$ cat config.mk
export PLATFORM = sky130hd
export DESIGN_NAME = sr_seq
export DESIGN_NICKNAME = d
export VERILOG_FILES = /design/src/rtl/sr_seq_pkg.sv /design/src/rtl/sr_cke_map.sv /design/src/rtl/sr_rank_pick.sv /design/src/rtl/sr_idle_timer.sv /design/src/rtl/sr_seq.sv
export SDC_FILE = /design/constraint.sdc
export NUM_CORES = 1
export LEC_CHECK = 0
export BUFFER_PORTS_ARGS = -buffer_cell sky130_fd_sc_hd__buf_2
export CAP_MARGIN = 25
export CORE_MARGIN = 2
export CORE_UTILIZATION = 40
export CTS_CLUSTER_SIZE = 20
export DETAILED_ROUTE_END_ITERATION = 6
export PLACE_DENSITY_LB_ADDON = 0.12
export RECOVER_POWER = 25
export SLEW_MARGIN = 25
export SYNTH_ARGS = -nofsm -noshare
export SYNTH_HDL_FRONTEND = slang
export SYNTH_SLANG_ARGS = --single-unit
$ cat constraint.sdc
create_clock -name clk_i -period 3.1 [get_ports clk_i]
set_input_delay 0.775 -clock clk_i [delete_from_list [all_inputs] [get_ports clk_i]]
set_output_delay 0.775 -clock clk_i [all_outputs]
set_load 0.01 [all_outputs]
$ cat src/rtl/sr_seq_pkg.sv
package sr_seq_pkg;

  typedef enum logic [1:0] {
    CMD_DES = 2'd0,
    CMD_SRE = 2'd1,
    CMD_SRX = 2'd2
  } sr_cmd_e;

  typedef enum logic [1:0] {
    ST_IDLE = 2'd0,
    ST_RUN  = 2'd1,
    ST_FIN  = 2'd2
  } sr_state_e;

  function automatic int unsigned ceil_div(input int unsigned num, input int unsigned den);
    return (num + den - 1) / den;
  endfunction

endpackage

$ cat src/rtl/sr_cke_map.sv
module sr_cke_map #(
  parameter int NUM_SLOTS = 8,
  parameter int CKE_W     = 4,
  localparam int RANK_W   = $clog2(NUM_SLOTS)
) (
  input  logic [RANK_W-1:0] slot_i,
  input  logic              exit_i,
  output logic [CKE_W-1:0]  pat_o
);

  logic [CKE_W-1:0] ent_tab [NUM_SLOTS];
  logic [CKE_W-1:0] ext_tab [NUM_SLOTS];

  // slots 0,1 of each group of four own one CKE bit, MSB first
  for (genvar s = 0; s < NUM_SLOTS; s++) begin : g_slot
    localparam int IDX = 2 * (s / 4) + (s % 2);
    if (((s % 4) < 2) && (IDX < CKE_W)) begin : g_owned
      localparam logic [CKE_W-1:0] BIT = {{(CKE_W-1){1'b0}}, 1'b1} << (CKE_W - 1 - IDX);
      assign ent_tab[s] = ~BIT;
      assign ext_tab[s] = BIT;
    end else begin : g_none
      assign ent_tab[s] = '0;
      assign ext_tab[s] = '0;
    end
  end

  assign pat_o = exit_i ? ext_tab[slot_i] : ent_tab[slot_i];

endmodule

$ cat src/rtl/sr_rank_pick.sv
module sr_rank_pick #(
  parameter int NUM_SLOTS = 8,
  localparam int RANK_W   = $clog2(NUM_SLOTS)
) (
  input  logic [NUM_SLOTS-1:0] mask_i,
  input  logic [RANK_W:0]      from_i,
  output logic                 found_o,
  output logic [RANK_W-1:0]    slot_o
);

  logic [NUM_SLOTS-1:0] elig;

  for (genvar s = 0; s < NUM_SLOTS; s++) begin : g_elig
    localparam logic [RANK_W:0] SV = s;
    assign elig[s] = mask_i[s] && (SV >= from_i);
  end

  always_comb begin
    found_o = 1'b0;
    slot_o  = '0;
    for (int s = NUM_SLOTS - 1; s >= 0; s--) begin
      if (elig[s]) begin
        found_o = 1'b1;
        slot_o  = RANK_W'(s);
      end
    end
  end

endmodule

$ cat src/rtl/sr_idle_timer.sv
module sr_idle_timer #(
  parameter int CNT_W = 13
) (
  input  logic             clk_i,
  input  logic             rst_ni,
  input  logic             load_i,
  input  logic [CNT_W-1:0] load_val_i,
  output logic             expired_o
);

  logic [CNT_W-1:0] cnt_q;

  always_ff @(posedge clk_i or negedge rst_ni) begin
    if (!rst_ni)            cnt_q <= '0;
    else if (load_i)        cnt_q <= load_val_i - 1'b1;
    else if (cnt_q != '0)   cnt_q <= cnt_q - 1'b1;
  end

  assign expired_o = (cnt_q == '0);


  load_nonzero_chk: assert property (@(posedge clk_i) disable iff (!rst_ni)
    load_i |-> (load_val_i != '0));


  count_down_chk: assert property (@(posedge clk_i) disable iff (!rst_ni)
    (!load_i && !expired_o) |=> (cnt_q == $past(cnt_q) - 1'b1));

endmodule

$ cat src/rtl/sr_seq.sv
module sr_seq
  import sr_seq_pkg::*;
#(
  parameter int NUM_SLOTS = 8,
  parameter int CKE_W     = 4,
  parameter int CLK_PS    = 1250,
  parameter int DLL_W     = 12,
  localparam int RANK_W   = $clog2(NUM_SLOTS)
) (
  input  logic                 clk_i,
  input  logic                 rst_ni,
  input  logic                 start_i,
  input  logic                 exit_i,
  input  logic [NUM_SLOTS-1:0] rank_mask_i,
  input  logic [DLL_W-1:0]     tdllk_i,
  output logic                 cmd_valid_o,
  output logic [1:0]           cmd_o,
  output logic [RANK_W-1:0]    cmd_rank_o,
  output logic [CKE_W-1:0]     cke_o,
  output logic                 refresh_en_o,
  output logic                 addr_mux_sel_o,
  output logic                 busy_o,
  output logic                 done_o
);

  localparam int TCKE_5NS = int'(ceil_div(5000, CLK_PS));
  localparam int TCKE     = (TCKE_5NS > 3) ? TCKE_5NS : 3;
  localparam int TCKESR   = TCKE + 1;
  localparam int SR_W     = $clog2(TCKESR + 1);
  localparam int CNT_W    = (DLL_W > SR_W) ? DLL_W : SR_W;

  sr_state_e            state_q;
  logic                 exit_q;
  logic [NUM_SLOTS-1:0] mask_q;
  logic [DLL_W-1:0]     tdllk_q;
  logic [RANK_W:0]      next_q;
  logic                 issued_q;
  logic                 cmd_valid_q;
  sr_cmd_e              cmd_q;
  logic [RANK_W-1:0]    rank_q;
  logic [CKE_W-1:0]     cke_q;
  logic                 ref_en_q;
  logic                 mux_q;
  logic                 done_q;

  logic                 pick_found;
  logic [RANK_W-1:0]    pick_slot;
  logic [CKE_W-1:0]     pat;
  logic [CKE_W-1:0]     cke_new;
  logic [CNT_W-1:0]     idle_val;
  logic                 expired;
  logic                 issue_cmd;
  logic                 run_end;

  sr_rank_pick #(.NUM_SLOTS(NUM_SLOTS)) u_pick (
    .mask_i  (mask_q),
    .from_i  (next_q),
    .found_o (pick_found),
    .slot_o  (pick_slot)
  );

  sr_cke_map #(.NUM_SLOTS(NUM_SLOTS), .CKE_W(CKE_W)) u_map (
    .slot_i (pick_slot),
    .exit_i (exit_q),
    .pat_o  (pat)
  );

  sr_idle_timer #(.CNT_W(CNT_W)) u_timer (
    .clk_i      (clk_i),
    .rst_ni     (rst_ni),
    .load_i     (issue_cmd),
    .load_val_i (idle_val),
    .expired_o  (expired)
  );

  // entry keeps sleeping ranks low, exit never lowers an awake rank
  assign cke_new   = exit_q ? (cke_q | pat) : (cke_q & pat);
  assign idle_val  = exit_q ? ((tdllk_q == '0) ? CNT_W'(1) : CNT_W'(tdllk_q))
                            : CNT_W'(TCKESR);
  assign issue_cmd = (state_q == ST_RUN) && expired && pick_found;
  assign run_end   = (state_q == ST_RUN) && expired && !pick_found;

  always_ff @(posedge clk_i or negedge rst_ni) begin
    if (!rst_ni) begin
      state_q     <= ST_IDLE;
      exit_q      <= 1'b0;
      mask_q      <= '0;
      tdllk_q     <= '0;
      next_q      <= '0;
      issued_q    <= 1'b0;
      cmd_valid_q <= 1'b0;
      cmd_q       <= CMD_DES;
      rank_q      <= '0;
      cke_q       <= '1;
      ref_en_q    <= 1'b1;
      mux_q       <= 1'b0;
      done_q      <= 1'b0;
    end else begin
      cmd_valid_q <= 1'b0;
      done_q      <= 1'b0;
      unique case (state_q)
        ST_IDLE: begin
          if (start_i) begin
            state_q  <= ST_RUN;
            exit_q   <= exit_i;
            mask_q   <= rank_mask_i;
            tdllk_q  <= tdllk_i;
            next_q   <= '0;
            issued_q <= 1'b0;
            if (!exit_i) begin
              ref_en_q <= 1'b0;
              mux_q    <= 1'b1;
            end else begin
              mux_q    <= 1'b0;
            end
          end
        end
        ST_RUN: begin
          if (issue_cmd) begin
            cmd_valid_q <= 1'b1;
            cmd_q       <= exit_q ? CMD_SRX : CMD_SRE;
            rank_q      <= pick_slot;
            cke_q       <= cke_new;
            next_q      <= (RANK_W+1)'(pick_slot) + 1'b1;
            issued_q    <= 1'b1;
          end else if (run_end) begin
            state_q <= ST_FIN;
            if (issued_q) begin
              cmd_valid_q <= 1'b1;
              cmd_q       <= CMD_DES;
            end
          end
        end
        ST_FIN: begin
          state_q <= ST_IDLE;
          done_q  <= 1'b1;
          if (exit_q) ref_en_q <= 1'b1;
        end
        default: state_q <= ST_IDLE;
      endcase
    end
  end

  assign cmd_valid_o    = cmd_valid_q;
  assign cmd_o          = cmd_q;
  assign cmd_rank_o     = rank_q;
  assign cke_o          = cke_q;
  assign refresh_en_o   = ref_en_q;
  assign addr_mux_sel_o = mux_q;
  assign busy_o         = (state_q != ST_IDLE);
  assign done_o         = done_q;

  // checker state: last slot commanded in the current run
  logic              chk_have_q;
  logic [RANK_W-1:0] chk_last_q;

  always_ff @(posedge clk_i or negedge rst_ni) begin
    if (!rst_ni) begin
      chk_have_q <= 1'b0;
      chk_last_q <= '0;
    end else if (state_q == ST_IDLE && start_i) begin
      chk_have_q <= 1'b0;
    end else if (cmd_valid_q && cmd_q != CMD_DES) begin
      chk_have_q <= 1'b1;
      chk_last_q <= rank_q;
    end
  end


  rank_ascend_chk: assert property (@(posedge clk_i) disable iff (!rst_ni)
    (cmd_valid_o && cmd_o != CMD_DES && chk_have_q) |-> (cmd_rank_o > chk_last_q));


  cke_hold_chk: assert property (@(posedge clk_i) disable iff (!rst_ni)
    !(cmd_valid_o && cmd_o != CMD_DES) |-> $stable(cke_o));


  done_pulse_chk: assert property (@(posedge clk_i) disable iff (!rst_ni)
    done_o |=> !done_o);


  done_idle_chk: assert property (@(posedge clk_i) disable iff (!rst_ni)
    done_o |-> !busy_o);


  entry_flags_chk: assert property (@(posedge clk_i) disable iff (!rst_ni)
    (busy_o && !exit_q) |-> (!refresh_en_o && addr_mux_sel_o));


  busy_start_chk: assert property (@(posedge clk_i) disable iff (!rst_ni)
    (busy_o && start_i) |=> ($stable(mask_q) && $stable(exit_q)));


  cmd_busy_chk: assert property (@(posedge clk_i) disable iff (!rst_ni)
    cmd_valid_o |-> busy_o);

endmodule

==> results of run 1 <==
-- Yosys cell counts, types with 2 or more instances --
| library cell | instances | area share |
|---|---|---|
| a211oi_1 | 3 | 0.0084 |
| nand2_1 | 83 | 0.12 |
| or4_1 | 3 | 0.0084 |
| nor2b_1 | 3 | 0.0070 |
| or3_1 | 3 | 0.0070 |
| a21oi_1 | 19 | 0.035 |
| clkbuf_1 | 6 | 0.0084 |
| xor2_1 | 3 | 0.0098 |
| dfrtp_1 | 48 | 0.45 |
| mux2i_1 | 3 | 0.011 |
| o31ai_1 | 2 | 0.0056 |
| nand3_1 | 5 | 0.0093 |
| o21ai_0 | 24 | 0.045 |
| o21a_1 | 3 | 0.0084 |
| xnor2_1 | 3 | 0.0098 |
| nand2b_1 | 6 | 0.014 |
| nor3_1 | 8 | 0.015 |
| dfstp_2 | 5 | 0.049 |
| nor2_1 | 20 | 0.028 |
| a31oi_1 | 5 | 0.012 |
| inv_1 | 8 | 0.011 |
| a21o_1 | 5 | 0.014 |
| ha_1 | 4 | 0.019 |
-- worst paths after layout --
| kind | from | end | slack [ns] |
|---|---|---|---|
| worst max-delay path | next_q[0]$_DFFE_PN0P_ | u_timer.cnt_q[10]$_DFFE_PN0P_ | 0.21 |
| worst min-delay path | refresh_en_o$_DFFE_PN1P_ | refresh_en_o$_DFFE_PN1P_ | 0.48 |
| worst max register to register | next_q[0]$_DFFE_PN0P_ | u_timer.cnt_q[10]$_DFFE_PN0P_ | 0.21 |
| worst min register to register | refresh_en_o$_DFFE_PN1P_ | refresh_en_o$_DFFE_PN1P_ | 0.48 |
| max in group asynchronous | rst_ni | next_q[1]$_DFFE_PN0P_ | 0.92 |
| min in group asynchronous | rst_ni | issued_q$_DFFE_PN0P_ | 0.75 |
-- kinds of logic after synthesis --
logic type,after synthesis,share of synthesized area
compound gates,76,0.189
xor+xnor,6,0.0196
fa+ha+maj,4,0.0187
buf+inv,16,0.0252
flops,53,0.497
mux,3,0.0112
simple gates,141,0.239
-- final cells by class --
| type | count | area share |
|---|---|---|
| sequential | 53 | 0.433 |
| tap | 77 | 0.0312 |
| multi-input combinational | 230 | 0.417 |
| clock buffer | 8 | 0.0292 |
| inverter | 8 | 0.00972 |
| timing repair buffer | 46 | 0.0806 |
-- report_power, final --
| part | leakage, nW | switching, W | internal, W | total [W] |
|---|---|---|---|---|
| sequential | 0.651 | 0.000277 | 0.000976 | 0.00125 |
| clock | 0.0455 | 0.000225 | 0.000183 | 0.000408 |
| combinational | 0.797 | 0.000750 | 0.000503 | 0.00125 |
| total | 1.49 | 0.00125 | 0.00166 | 0.00291 |
-- registers in the layout, indices dropped and copies added (netlist names), 2 cells and up --
signal / cells
cmd_o: 2
tdllk_q: 12
state_q: 2
mask_q: 8
u_timer.cnt_q: 12
cke_o: 4
next_q: 4
cmd_rank_o: 3
-- timing repair --
action / 4_1_cts / 5_1_grt
gates resized for setup: 0 / 5
endpoints found under the setup margin: 0 / 2
buffers inserted: 0 / 1
-- stage by stage --
step	setup slack, ns	instances	utilization	cell area, µm²
3_5_place_dp	0.0683	413	0.465	2990
2_1_floorplan	0.210	299	-	2680
4_1_cts	0.0488	421	0.479	3080
3_3_place_gp	0.174	413	0.465	2990
6_report	0.206	422	0.481	3090
5_1_grt	0.0155	422	0.481	3090
-- routing by layer --
metal | routed length [µm] | vias to the layer above | GRT usage
li1 | - | 1121 | -
met3 | 284 | 5 | 0.0356
met2 | 2760 | 62 | 0.280
met1 | 3310 | 1030 | 0.291
met4 | 56 | 0 | 0.0433
met5 | 0 | - | 0
-- placed cells by master (no fill, tap or decap), drive strengths merged, types with 4 or more instances in the layout --
cell type / netlist / routed
dfrtp: 48 / 48
o21ai: 24 / 24
nand2b: 6 / 6
ha: 4 / 4
clkbuf: 6 / 10
nor3: 8 / 8
nor2: 21 / 21
dfstp: 5 / 5
a21oi: 21 / 21
buf: 2 / 44
nand3: 5 / 5
a21o: 5 / 5
a31oi: 5 / 5
nand2: 83 / 83
a211oi: 4 / 4
inv: 8 / 8
-- critical path: stages, from the launching register on --
cell      delay (ns)
dfrtp_2         0.43
a21boi_0        0.14
o21a_1          0.29
nor2_4          0.19
a21oi_1         0.11
o21ai_1         0.18
ha_1            0.24
nand2b_1        0.11
nor3_1          0.14
a21oi_1         0.08
or3b_1          0.43
or4_1           0.42
nand2_1         0.08
==> summary.md, run 1 <==
| Metric | Value |
|---|---|
| Status | complete, but fails checks |
| Failing checks | design-rule violations |
| Period minus WS final | 2.89 ns |
| GRT Total Usage | 0.190 |
| Initial antenna violation count | 0 |
| CTS tree | yes |
| Critical path class | register to register |
| Final nets | 372 |
| Core area | 6420 µm² |
| Worst r2r path cells | 12 |
| Startpoint types | register |
| Synth warn | 0 |
| CP Data Required Time | 3.36 ns |
| Most common flop cell mapped by yosys | dfrtp_1 |
| Max Root-Sink Buffers | 2 |
| Crit share post-route | 0.934 |
| Per-cell routed wire length | ~15 µm |
| Worst Hold Class | register to register |
| Cell Area, Synth | 2680 µm² |
| I/O pin count | 38 |
| Grt ovf | 0 |
| Number of synthesized flops with an enable pin | 0 |
| Synthesized Nets | 327 |
| Max VDD drop | 0.351 mV |
| Vias per Instance | 5.26 |
| Register area | 1340 µm² |
| Slew @ Worst Pin | about 1.3 ns |
| Yosys cell types | 50 |
| Clock skew | between 0.01 and 0.015 ns |
| Final Wtd Congestion | approximately 0.94 |
| Max-cap violations | 0 |
| Root Driver | clkbuf_8 |
| Crit Path Max Fanout | 7 |
| Post-Synthesis Cells | 299 |
| Worst skew pair latency | roughly 0.31 ns |
| Post-synth ARST share | 1.00 |
| Die Wd | 85.9 µm |
| Setup TNS Final | 0 ns |
| Hold depth | 2 |
| Fillers | 648 |
| Total Power | 0.00291 W |
| Total CTS buffers | 5 |
| N_diodes | 0 |
| DR vias | 2218 |
| Leak | ~1.5 nW |
| # port buffers | 37 |
| Post-DP HPWL | between 4000 and 5000 µm |
| Core Rows | 29 |
| Slew Limit Fails | 0 |
| Hold Buf Count CTS | 0 |
| Post-Syn Area per Cell | 8.97 µm² |
| Starting Density | 0.417 |
| Slew Limit Headroom | 0.107 |
| Largest net degree at the start of global routing | 31 |
| Critical path endpoint category | register |
| Drt pass-1 iters | 6 |
| Clock net sink count | 53 |
| Hold_ws | 0.477 ns |
| Htree depth | 2 |
| CP arrival | 3.15 ns |
| Area delta synth->final | 15.2% |
| Area occupied by multi-input gates | 1290 µm² |
| Chip height | 85.9 µm |
| Final setup fails | 0 |
| Final-report hold violation count | 0 |
| Register area share after synthesis | 0.497 |
| Drt total wl | 6410 µm |
| Layout cell share with drive strength beyond 1 | 0.203 |
| Routed Antenna Nets | 0 |
| F_max | 346 MHz |
| Unrepaired setup endpoints after global routing | false |
| Vias in the first global route | 2201 |
| Clock transition at path regs | 0.10 ns |
| DRC | 4 |
| Power Dens Cells | 943 nW/µm² |
| Iter 0 DRT Violations | 171 |
| FF+latch count, synth | between 50 and 60 |
| First-pass GRT wire length | 11000 µm |
| DIE AREA | roughly 7400 µm² |
Note: power is estimated with default switching activity, not from simulation.
==> run 2, diff against run 1 <==
==> constraint.sdc (replaced) <==
create_clock -name clk_i -period 3.3 [get_ports clk_i]
set_input_delay 0.825 -clock clk_i [delete_from_list [all_inputs] [get_ports clk_i]]
set_output_delay 0.825 -clock clk_i [all_outputs]
set_load 0.01 [all_outputs]
==> run 2 against run 1 <==
  * Final area down 0.89%
  * First-iteration DRC count down 27%
  * Power down 7.1%
  * Combinational power down 6%
  * Clock-buffer cell count down 1
  * Via count up 1.2%
  * The flow still finishes with violations (design-rule violations)
  * Non-clock buffer count down 2
  * Sequential share of layout area up 0.27 points
==> summary.md, run 2 (synthesis results as in run 1) <==
| Metric | Value |
|---|---|
| Worst r2r path cells | 13 (was 12) |
| First-pass GRT wire length | 10700 µm (was 11000 µm) |
| Seq pwr share | 0.434 (was 0.430) |
| Final nets | 370 (was 372) |
| HP Start | refresh_en_o$_DFFE_PN1P_ (unchanged) |
| Most frequent cells in the layout | nand2_1, dfrtp_1, buf_2 (unchanged) |
| Grt ovf | 0 (unchanged) |
| Slew @ Worst Pin | 0.831 ns (was 1.34 ns) |
| Max Root-Sink Buffers | 2 (unchanged) |
| DIE AREA | 7370 µm² (unchanged) |
| Worst Hold Class | register to register (unchanged) |
| R2r startpoint | next_q[0]$_DFFE_PN0P_ (unchanged) |
| Layout cell share with drive strength beyond 1 | 0.187 (was 0.203) |
| Clock skew | 0.00891 ns (was 0.0132 ns) |
| Vias per Instance | 5.36 (was 5.26) |
| Post-DP HPWL | 4620 µm (was 4700 µm) |
| Worst hold endpoint | refresh_en_o$_DFFE_PN1P_ (unchanged) |
| Critical path class | register to register (unchanged) |
| Critical path's slowest cell | dfrtp_1 (was dfrtp_2) |
| Iter 0 DRT Violations | 124 (was 171) |
| Clock net sink count | 53 (unchanged) |
| Chip height | 85.9 µm (unchanged) |
| Drt pass-1 iters | 6 (unchanged) |
| Startpoint types | register (unchanged) |
| F_max | 332 MHz (was 346 MHz) |
| Routed Antenna Nets | 0 (unchanged) |
| CTS tree | yes (unchanged) |
| Most common cell after layout, fill and taps aside | nand2_1 (unchanged) |
| Final setup fails | 0 (unchanged) |
| Top cell by count, worst path | a21oi_1 (unchanged) |
| Final-report hold violation count | 0 (unchanged) |
| Failing checks | design-rule violations (unchanged) |
| Status | complete, but fails checks (unchanged) |
| Period minus WS final | 3.01 ns (was 2.89 ns) |
| CP arrival | 3.26 ns (was 3.15 ns) |
| Max VDD drop | 0.402 mV (was 0.351 mV) |
| Design internal power | 0.00155 W (was 0.00166 W) |
| FF-to-FF setup slack | 0.29 ns (was 0.21 ns) |
| Comb pwr share | 0.431 (was 0.430) |
| Slew Limit Fails | 0 (unchanged) |
| Die Wd | 85.9 µm (unchanged) |
| Total CTS buffers | 5 (unchanged) |
| Crit-path leading delay family | simple AND/OR/NAND/NOR gates (unchanged) |
| Setup TNS Final | 0 ns (unchanged) |
| Clock transition at path regs | 0.09 ns (was 0.10 ns) |
| # port buffers | 37 (unchanged) |
| N_diodes | 0 (unchanged) |
| Core Rows | 29 (unchanged) |
| I/O pin count | 38 (unchanged) |
| Crit share post-route | 0.913 (was 0.934) |
| Core area | 6420 µm² (unchanged) |
| CP Data Required Time | 3.55 ns (was 3.36 ns) |
| Power Dens Cells | 884 nW/µm² (was 943 nW/µm²) |
| Largest net degree at the start of global routing | 30 (was 31) |
| DR vias | 2244 (was 2218) |
| Worst skew pair latency | 0.30 ns (was 0.31 ns) |
| Largest stage delay, worst path | 0.46 ns (was 0.43 ns) |
| Initial antenna violation count | 0 (unchanged) |
| Htree depth | 2 (unchanged) |
| NetSw | 0.00116 W (was 0.00125 W) |
| Leak | 1.48 nW (was 1.49 nW) |
| Per-cell routed wire length | 15.1 µm (was 15.2 µm) |
| Area delta synth->final | 14.2% (was 15.2%) |
| Clock power share | 0.135 (was 0.140) |
| Place WS | 0.125 ns (was 0.0683 ns) |
| Slew Limit Headroom | 0.446 (was 0.107) |
| Buffers plus inverters on the worst setup path | 1 (was 0) |
| Drt total wl | 6310 µm (was 6410 µm) |
| Max-cap violations | 0 (unchanged) |
| Sw Share | 0.427 (was 0.429) |
| Reg-to-reg critical path endpoint | u_timer.cnt_q[10]$_DFFE_PN0P_ (unchanged) |
| Hold depth | 2 (unchanged) |
| Critical path endpoint category | register (unchanged) |
| Unrepaired setup endpoints after global routing | false (unchanged) |
| Final Wtd Congestion | 0.932 (was 0.938) |
| CP cell instances | a21boi_0 -> o21a_1 -> nor2_4 -> buf_4 -> a211oi_4 -> a21oi_1 -> ha_1 -> nand2b_1 -> nor3_1 -> a21oi_1 -> or3b_1 -> or4_1 -> nand2_1 (was a21boi_0 -> o21a_1 -> nor2_4 -> a21oi_1 -> o21ai_1 -> ha_1 -> nand2b_1 -> nor3_1 -> a21oi_1 -> or3b_1 -> or4_1 -> nand2_1) |
| GRT Total Usage | 0.184 (was 0.190) |
| Top Registers | tdllk_q: 12 flops, u_timer.cnt_q: 12 flops, mask_q: 8 flops (unchanged) |
| DRC | 4 (unchanged) |
| Hold Buf Count CTS | 0 (unchanged) |
| Starting Density | 0.417 (unchanged) |
| Vias in the first global route | 2162 (was 2201) |
| Root Driver | clkbuf_8 (unchanged) |
| Final worst-path setup slack | 0.288 ns (was 0.206 ns) |
| Crit Path Max Fanout | 7 (unchanged) |
run 2: cell count changes in the layout (fill, tap and decap cells not counted), sizes merged:
cell,delta
buf,-2
clkbuf,-1
run 2: how the worst max path moves through the flow:
stage | start | end | slack [ns] | cells past startpoint
2_1_floorplan | mask_q[7]$_DFFE_PN0P_ | u_timer.cnt_q[10]$_DFFE_PN0P_ | 0.41 | 13
3_3_place_gp | next_q[0]$_DFFE_PN0P_ | u_timer.cnt_q[10]$_DFFE_PN0P_ | 0.23 | 12
3_5_place_dp | next_q[0]$_DFFE_PN0P_ | u_timer.cnt_q[10]$_DFFE_PN0P_ | 0.13 | 12
4_1_cts | next_q[0]$_DFFE_PN0P_ | u_timer.cnt_q[10]$_DFFE_PN0P_ | 0.1 | 12
5_1_grt | next_q[0]$_DFFE_PN0P_ | u_timer.cnt_q[10]$_DFFE_PN0P_ | 0.004 | 13
6_report | next_q[0]$_DFFE_PN0P_ | u_timer.cnt_q[10]$_DFFE_PN0P_ | 0.29 | 13
run 2: power groups by stage:
stage                     combinational [W]  sequential (W)  clock, W
after floorplan                    0.000857         0.00112         0
after global placement              0.00113         0.00118         0
after detailed placement            0.00114         0.00118         0
after CTS                           0.00115         0.00117  0.000385
after global routing                0.00132         0.00122  0.000410
final                               0.00117         0.00117  0.000366
run 2: what timing repair did:
action                                  in CTS  in global routing
buffers inserted                             0                  2
resized for setup                            0                  1
endpoints found under the setup margin       0                  2
run 2: worst min-delay path, stage by stage, from the launching register on:
cell and delay, ns:
dfstp_2 0.37, o21ai_0 0.06, nand2_1 0.05
run 2: stage by stage:
step / cell area [µm²] / hold slack (ns) / total power, W / cells / util
2_1_floorplan: 2680 / 0.438 / 0.00198 / 299 / -
3_5_place_dp: 2960 / 0.463 / 0.00232 / 410 / 0.461
6_report: 3060 / 0.475 / 0.00271 / 419 / 0.477
3_3_place_gp: 2960 / 0.459 / 0.00231 / 410 / 0.461
5_1_grt: 3060 / 0.511 / 0.00296 / 419 / 0.477
4_1_cts: 3050 / 0.417 / 0.00270 / 417 / 0.475
run 2: routing by layer:
layer,up-vias,share of wire,global-route usage
met2,51,0.43,0.266
met4,0,0.0098,0.0606
met3,6,0.033,0.0298
li1,1121,-,-
met1,1066,0.52,0.281
met5,-,0,0
run 2: cell type report:
type / instances / area [µm²]
Inverter: 8 / 30.0
Multi-Input combinational cell: 230 / 1280
Timing Repair Buffer: 44 / 233
Sequential cell: 53 / 1330
Clock buffer: 7 / 86.3
Tap cell: 77 / 96.3
Fill cell: 636 / 3360
==> run 3, diff against run 2 <==
--- a/config.mk
+++ b/config.mk
@@ -5,7 +5,7 @@
 export SDC_FILE = /design/constraint.sdc
 export NUM_CORES = 1
 export LEC_CHECK = 0
-export BUFFER_PORTS_ARGS = -buffer_cell sky130_fd_sc_hd__buf_2
+export BUFFER_PORTS_ARGS = -buffer_cell sky130_fd_sc_hd__buf_4
 export CAP_MARGIN = 25
 export CORE_MARGIN = 2
 export CORE_UTILIZATION = 40
==> constraint.sdc (replaced) <==
create_clock -name clk_i -period 2.84 [get_ports clk_i]
set_input_delay 0.71 -clock clk_i [delete_from_list [all_inputs] [get_ports clk_i]]
set_output_delay 0.71 -clock clk_i [all_outputs]
set_load 0.01 [all_outputs]
==> run 3 against run 2 <==
  * The run now ends clean
  * Flip-flop and latch count unchanged
  * Worst hold slack better by 0.00081 ns
  * Critical path depth fell by 1
  * Via count is 0.62% higher
  * Wire length increased by 2.3%
  * Clock power grew 28%
  * Register-to-register slack worse by 0.22 ns
  * Highest routed layer unchanged
==> summary.md, run 3 (synthesis results as in run 1) <==
| Metric | Value |
|---|---|
| Drt pass-1 iters | 7 (was 6) |
| Htree depth | 2 (unchanged) |
| Max-cap violations | 0 (unchanged) |
| Clock net sink count | 53 (unchanged) |
| Final nets | 381 (was 370) |
| Levels on crit path | 12 (was 13) |
| Final setup fails | 0 (unchanged) |
| Layout cell share with drive strength beyond 1 | 0.251 (was 0.187) |
| Routed Antenna Nets | 0 (unchanged) |
| Clock skew | 0.00688 ns (was 0.00891 ns) |
| Worst Hold Class | register to register (unchanged) |
| CP cell instances | buf_4 -> o221ai_4 -> a21boi_4 -> a21oi_2 -> o21ai_2 -> ha_2 -> nand2b_4 -> nor3_2 -> a21oi_1 -> or3b_4 -> or4_1 -> nand2_1 (was a21boi_0 -> o21a_1 -> nor2_4 -> buf_4 -> a211oi_4 -> a21oi_1 -> ha_1 -> nand2b_1 -> nor3_1 -> a21oi_1 -> or3b_1 -> or4_1 -> nand2_1) |
| Fin cells | 431 (was 419) |
| Chip height | 85.9 µm (unchanged) |
| DIE AREA | 7370 µm² (unchanged) |
| CP arrival | 3.03 ns (was 3.26 ns) |
| Largest stage delay, worst path | 0.40 ns (was 0.46 ns) |
| Status | finished, final reports clean (was complete, but fails checks) |
| Final core occ | 0.514 (was 0.477) |
| Drt total wl | 6460 µm (was 6310 µm) |
| Clock transition at path regs | 0.10 ns (was 0.09 ns) |
| Hold depth | 2 (unchanged) |
| Starting Density | 0.417 (unchanged) |
| Iter 0 DRT Violations | 95 (was 124) |
| Startpoint types | register (unchanged) |
| Grt ovf | 0 (unchanged) |
| Die Wd | 85.9 µm (unchanged) |
| Top Registers | tdllk_q: 12 flops, u_timer.cnt_q: 12 flops, mask_q: 8 flops (unchanged) |
| N_diodes | 0 (unchanged) |
| Critical path's slowest cell | dfrtp_1 (unchanged) |
| Critical path endpoint category | register (unchanged) |
| Vias per Instance | 5.24 (was 5.36) |
| Worst skew pair latency | 0.31 ns (was 0.30 ns) |
| Most frequent cells in the layout | nand2_1, buf_4, dfrtp_1 (was nand2_1, dfrtp_1, buf_2) |
| Post-DP HPWL | 4530 µm (was 4620 µm) |
| Crit Path Max Fanout | 4 (was 7) |
| I/O pin count | 38 (unchanged) |
| Final Wtd Congestion | 0.917 (was 0.932) |
| Buffers plus inverters on the worst setup path | 1 (unchanged) |
| Leak | 1.59 nW (was 1.48 nW) |
| Vias in the first global route | 2172 (was 2162) |
| GRT Total Usage | 0.185 (was 0.184) |
| Slew Limit Fails | 0 (unchanged) |
| Most common cell after layout, fill and taps aside | nand2_1 (unchanged) |
| Placed Instances | 417 (was 410) |
| Crit-path leading delay family | simple AND/OR/NAND/NOR gates (unchanged) |
| F_max | 360 MHz (was 332 MHz) |
| Slew Limit Headroom | 0.138 (was 0.446) |
| Period minus WS final | 2.78 ns (was 3.01 ns) |
| CP Data Required Time | 3.10 ns (was 3.55 ns) |
| CTS tree | yes (unchanged) |
| Slew @ Worst Pin | 1.29 ns (was 0.831 ns) |
| Core Rows | 29 (unchanged) |
| Final-report hold violation count | 0 (unchanged) |
| Hold Buf Count CTS | 0 (unchanged) |
| Initial antenna violation count | 0 (unchanged) |
| Worst r2r path cells | 12 (was 13) |
| Crit share post-route | 0.978 (was 0.913) |
| DR vias | 2258 (was 2244) |
| Power Dens Cells | 1030 nW/µm² (was 884 nW/µm²) |
| Largest net degree at the start of global routing | 54 (was 30) |
| Per-cell routed wire length | 15.0 µm (was 15.1 µm) |
| Max VDD drop | 0.365 mV (was 0.402 mV) |
| Core area | 6420 µm² (unchanged) |
| Total CTS buffers | 5 (unchanged) |
| First-pass GRT wire length | 10700 µm (about the same) |
| Critical path class | register to register (unchanged) |
| DRC | 0 (was 4) |
| Area delta synth->final | 23.1% (was 14.2%) |
| # port buffers | 37 (unchanged) |
| Root Driver | clkbuf_8 (unchanged) |
| Max Root-Sink Buffers | 2 (unchanged) |
[run 3: per-layer routing]
| metal | global-route usage | vias to the layer above | share of wire |
|---|---|---|---|
| met4 | 0.0505 | 0 | 0.011 |
| met5 | 0 | - | 0 |
| met1 | 0.270 | 1050 | 0.48 |
| li1 | - | 1136 | - |
| met2 | 0.278 | 66 | 0.44 |
| met3 | 0.0385 | 6 | 0.063 |
[run 3: cell type report]
type / count / area, µm²
sequential: 53 / 1340
tap: 77 / 96.3
inverter: 8 / 30.0
timing repair buffer: 55 / 410
clock inverter: 1 / 5.00
fill: 632 / 3120
clock buffer: 7 / 96.3
multi-input combinational: 230 / 1330
[run 3: worst paths after layout]
kind | start | end | slack, ns
worst max-delay path | mask_q[7]$_DFFE_PN0P_ | u_timer.cnt_q[10]$_DFFE_PN0P_ | 0.06
worst min-delay path | refresh_en_o$_DFFE_PN1P_ | refresh_en_o$_DFFE_PN1P_ | 0.48
worst max register to register | mask_q[7]$_DFFE_PN0P_ | u_timer.cnt_q[10]$_DFFE_PN0P_ | 0.06
worst min register to register | refresh_en_o$_DFFE_PN1P_ | refresh_en_o$_DFFE_PN1P_ | 0.48
max in group asynchronous | rst_ni | next_q[1]$_DFFE_PN0P_ | 1.31
min in group asynchronous | rst_ni | addr_mux_sel_o$_DFFE_PN0P_ | 0.67
[run 3: worst register-to-register path: cells and delay by family, from the launching register on]
family	cells	cell delay, ns
DFF	1	0.40
and+or+nand+nor	5	1.06
buffers and inverters	1	0.15
AOI/OAI and AO/OA	5	0.87
adders and majority gates	1	0.23
[run 3: metrics by stage]
step	setup TNS [ns]	instance area [µm²]	worst slack (ns)	hold slack [ns]	total power, W
2_1_floorplan	-0.0208	2690	-0.0208	0.414	0.00231
3_3_place_gp	0	3120	0.0637	0.459	0.00282
3_5_place_dp	-0.0683	3120	-0.0683	0.465	0.00284
4_1_cts	0	3220	0.00201	0.450	0.00333
5_1_grt	-0.0390	3300	-0.0390	0.518	0.00370
6_report	0	3300	0.0630	0.475	0.00341
[run 3: power breakdown]
part           internal (W)  total [W]  leakage (nW)  switching [W]
clock network      0.000221   0.000467        0.0542       0.000246
logic              0.000694    0.00160         0.880       0.000901
registers           0.00107    0.00134         0.651       0.000277
[run 3: repair_timing]
item / 4_1_cts / 5_1_grt
resized for setup: 1 / 8
buffers inserted: 0 / 6
pin swaps: 0 / 4
setup endpoints to repair: 1 / 2
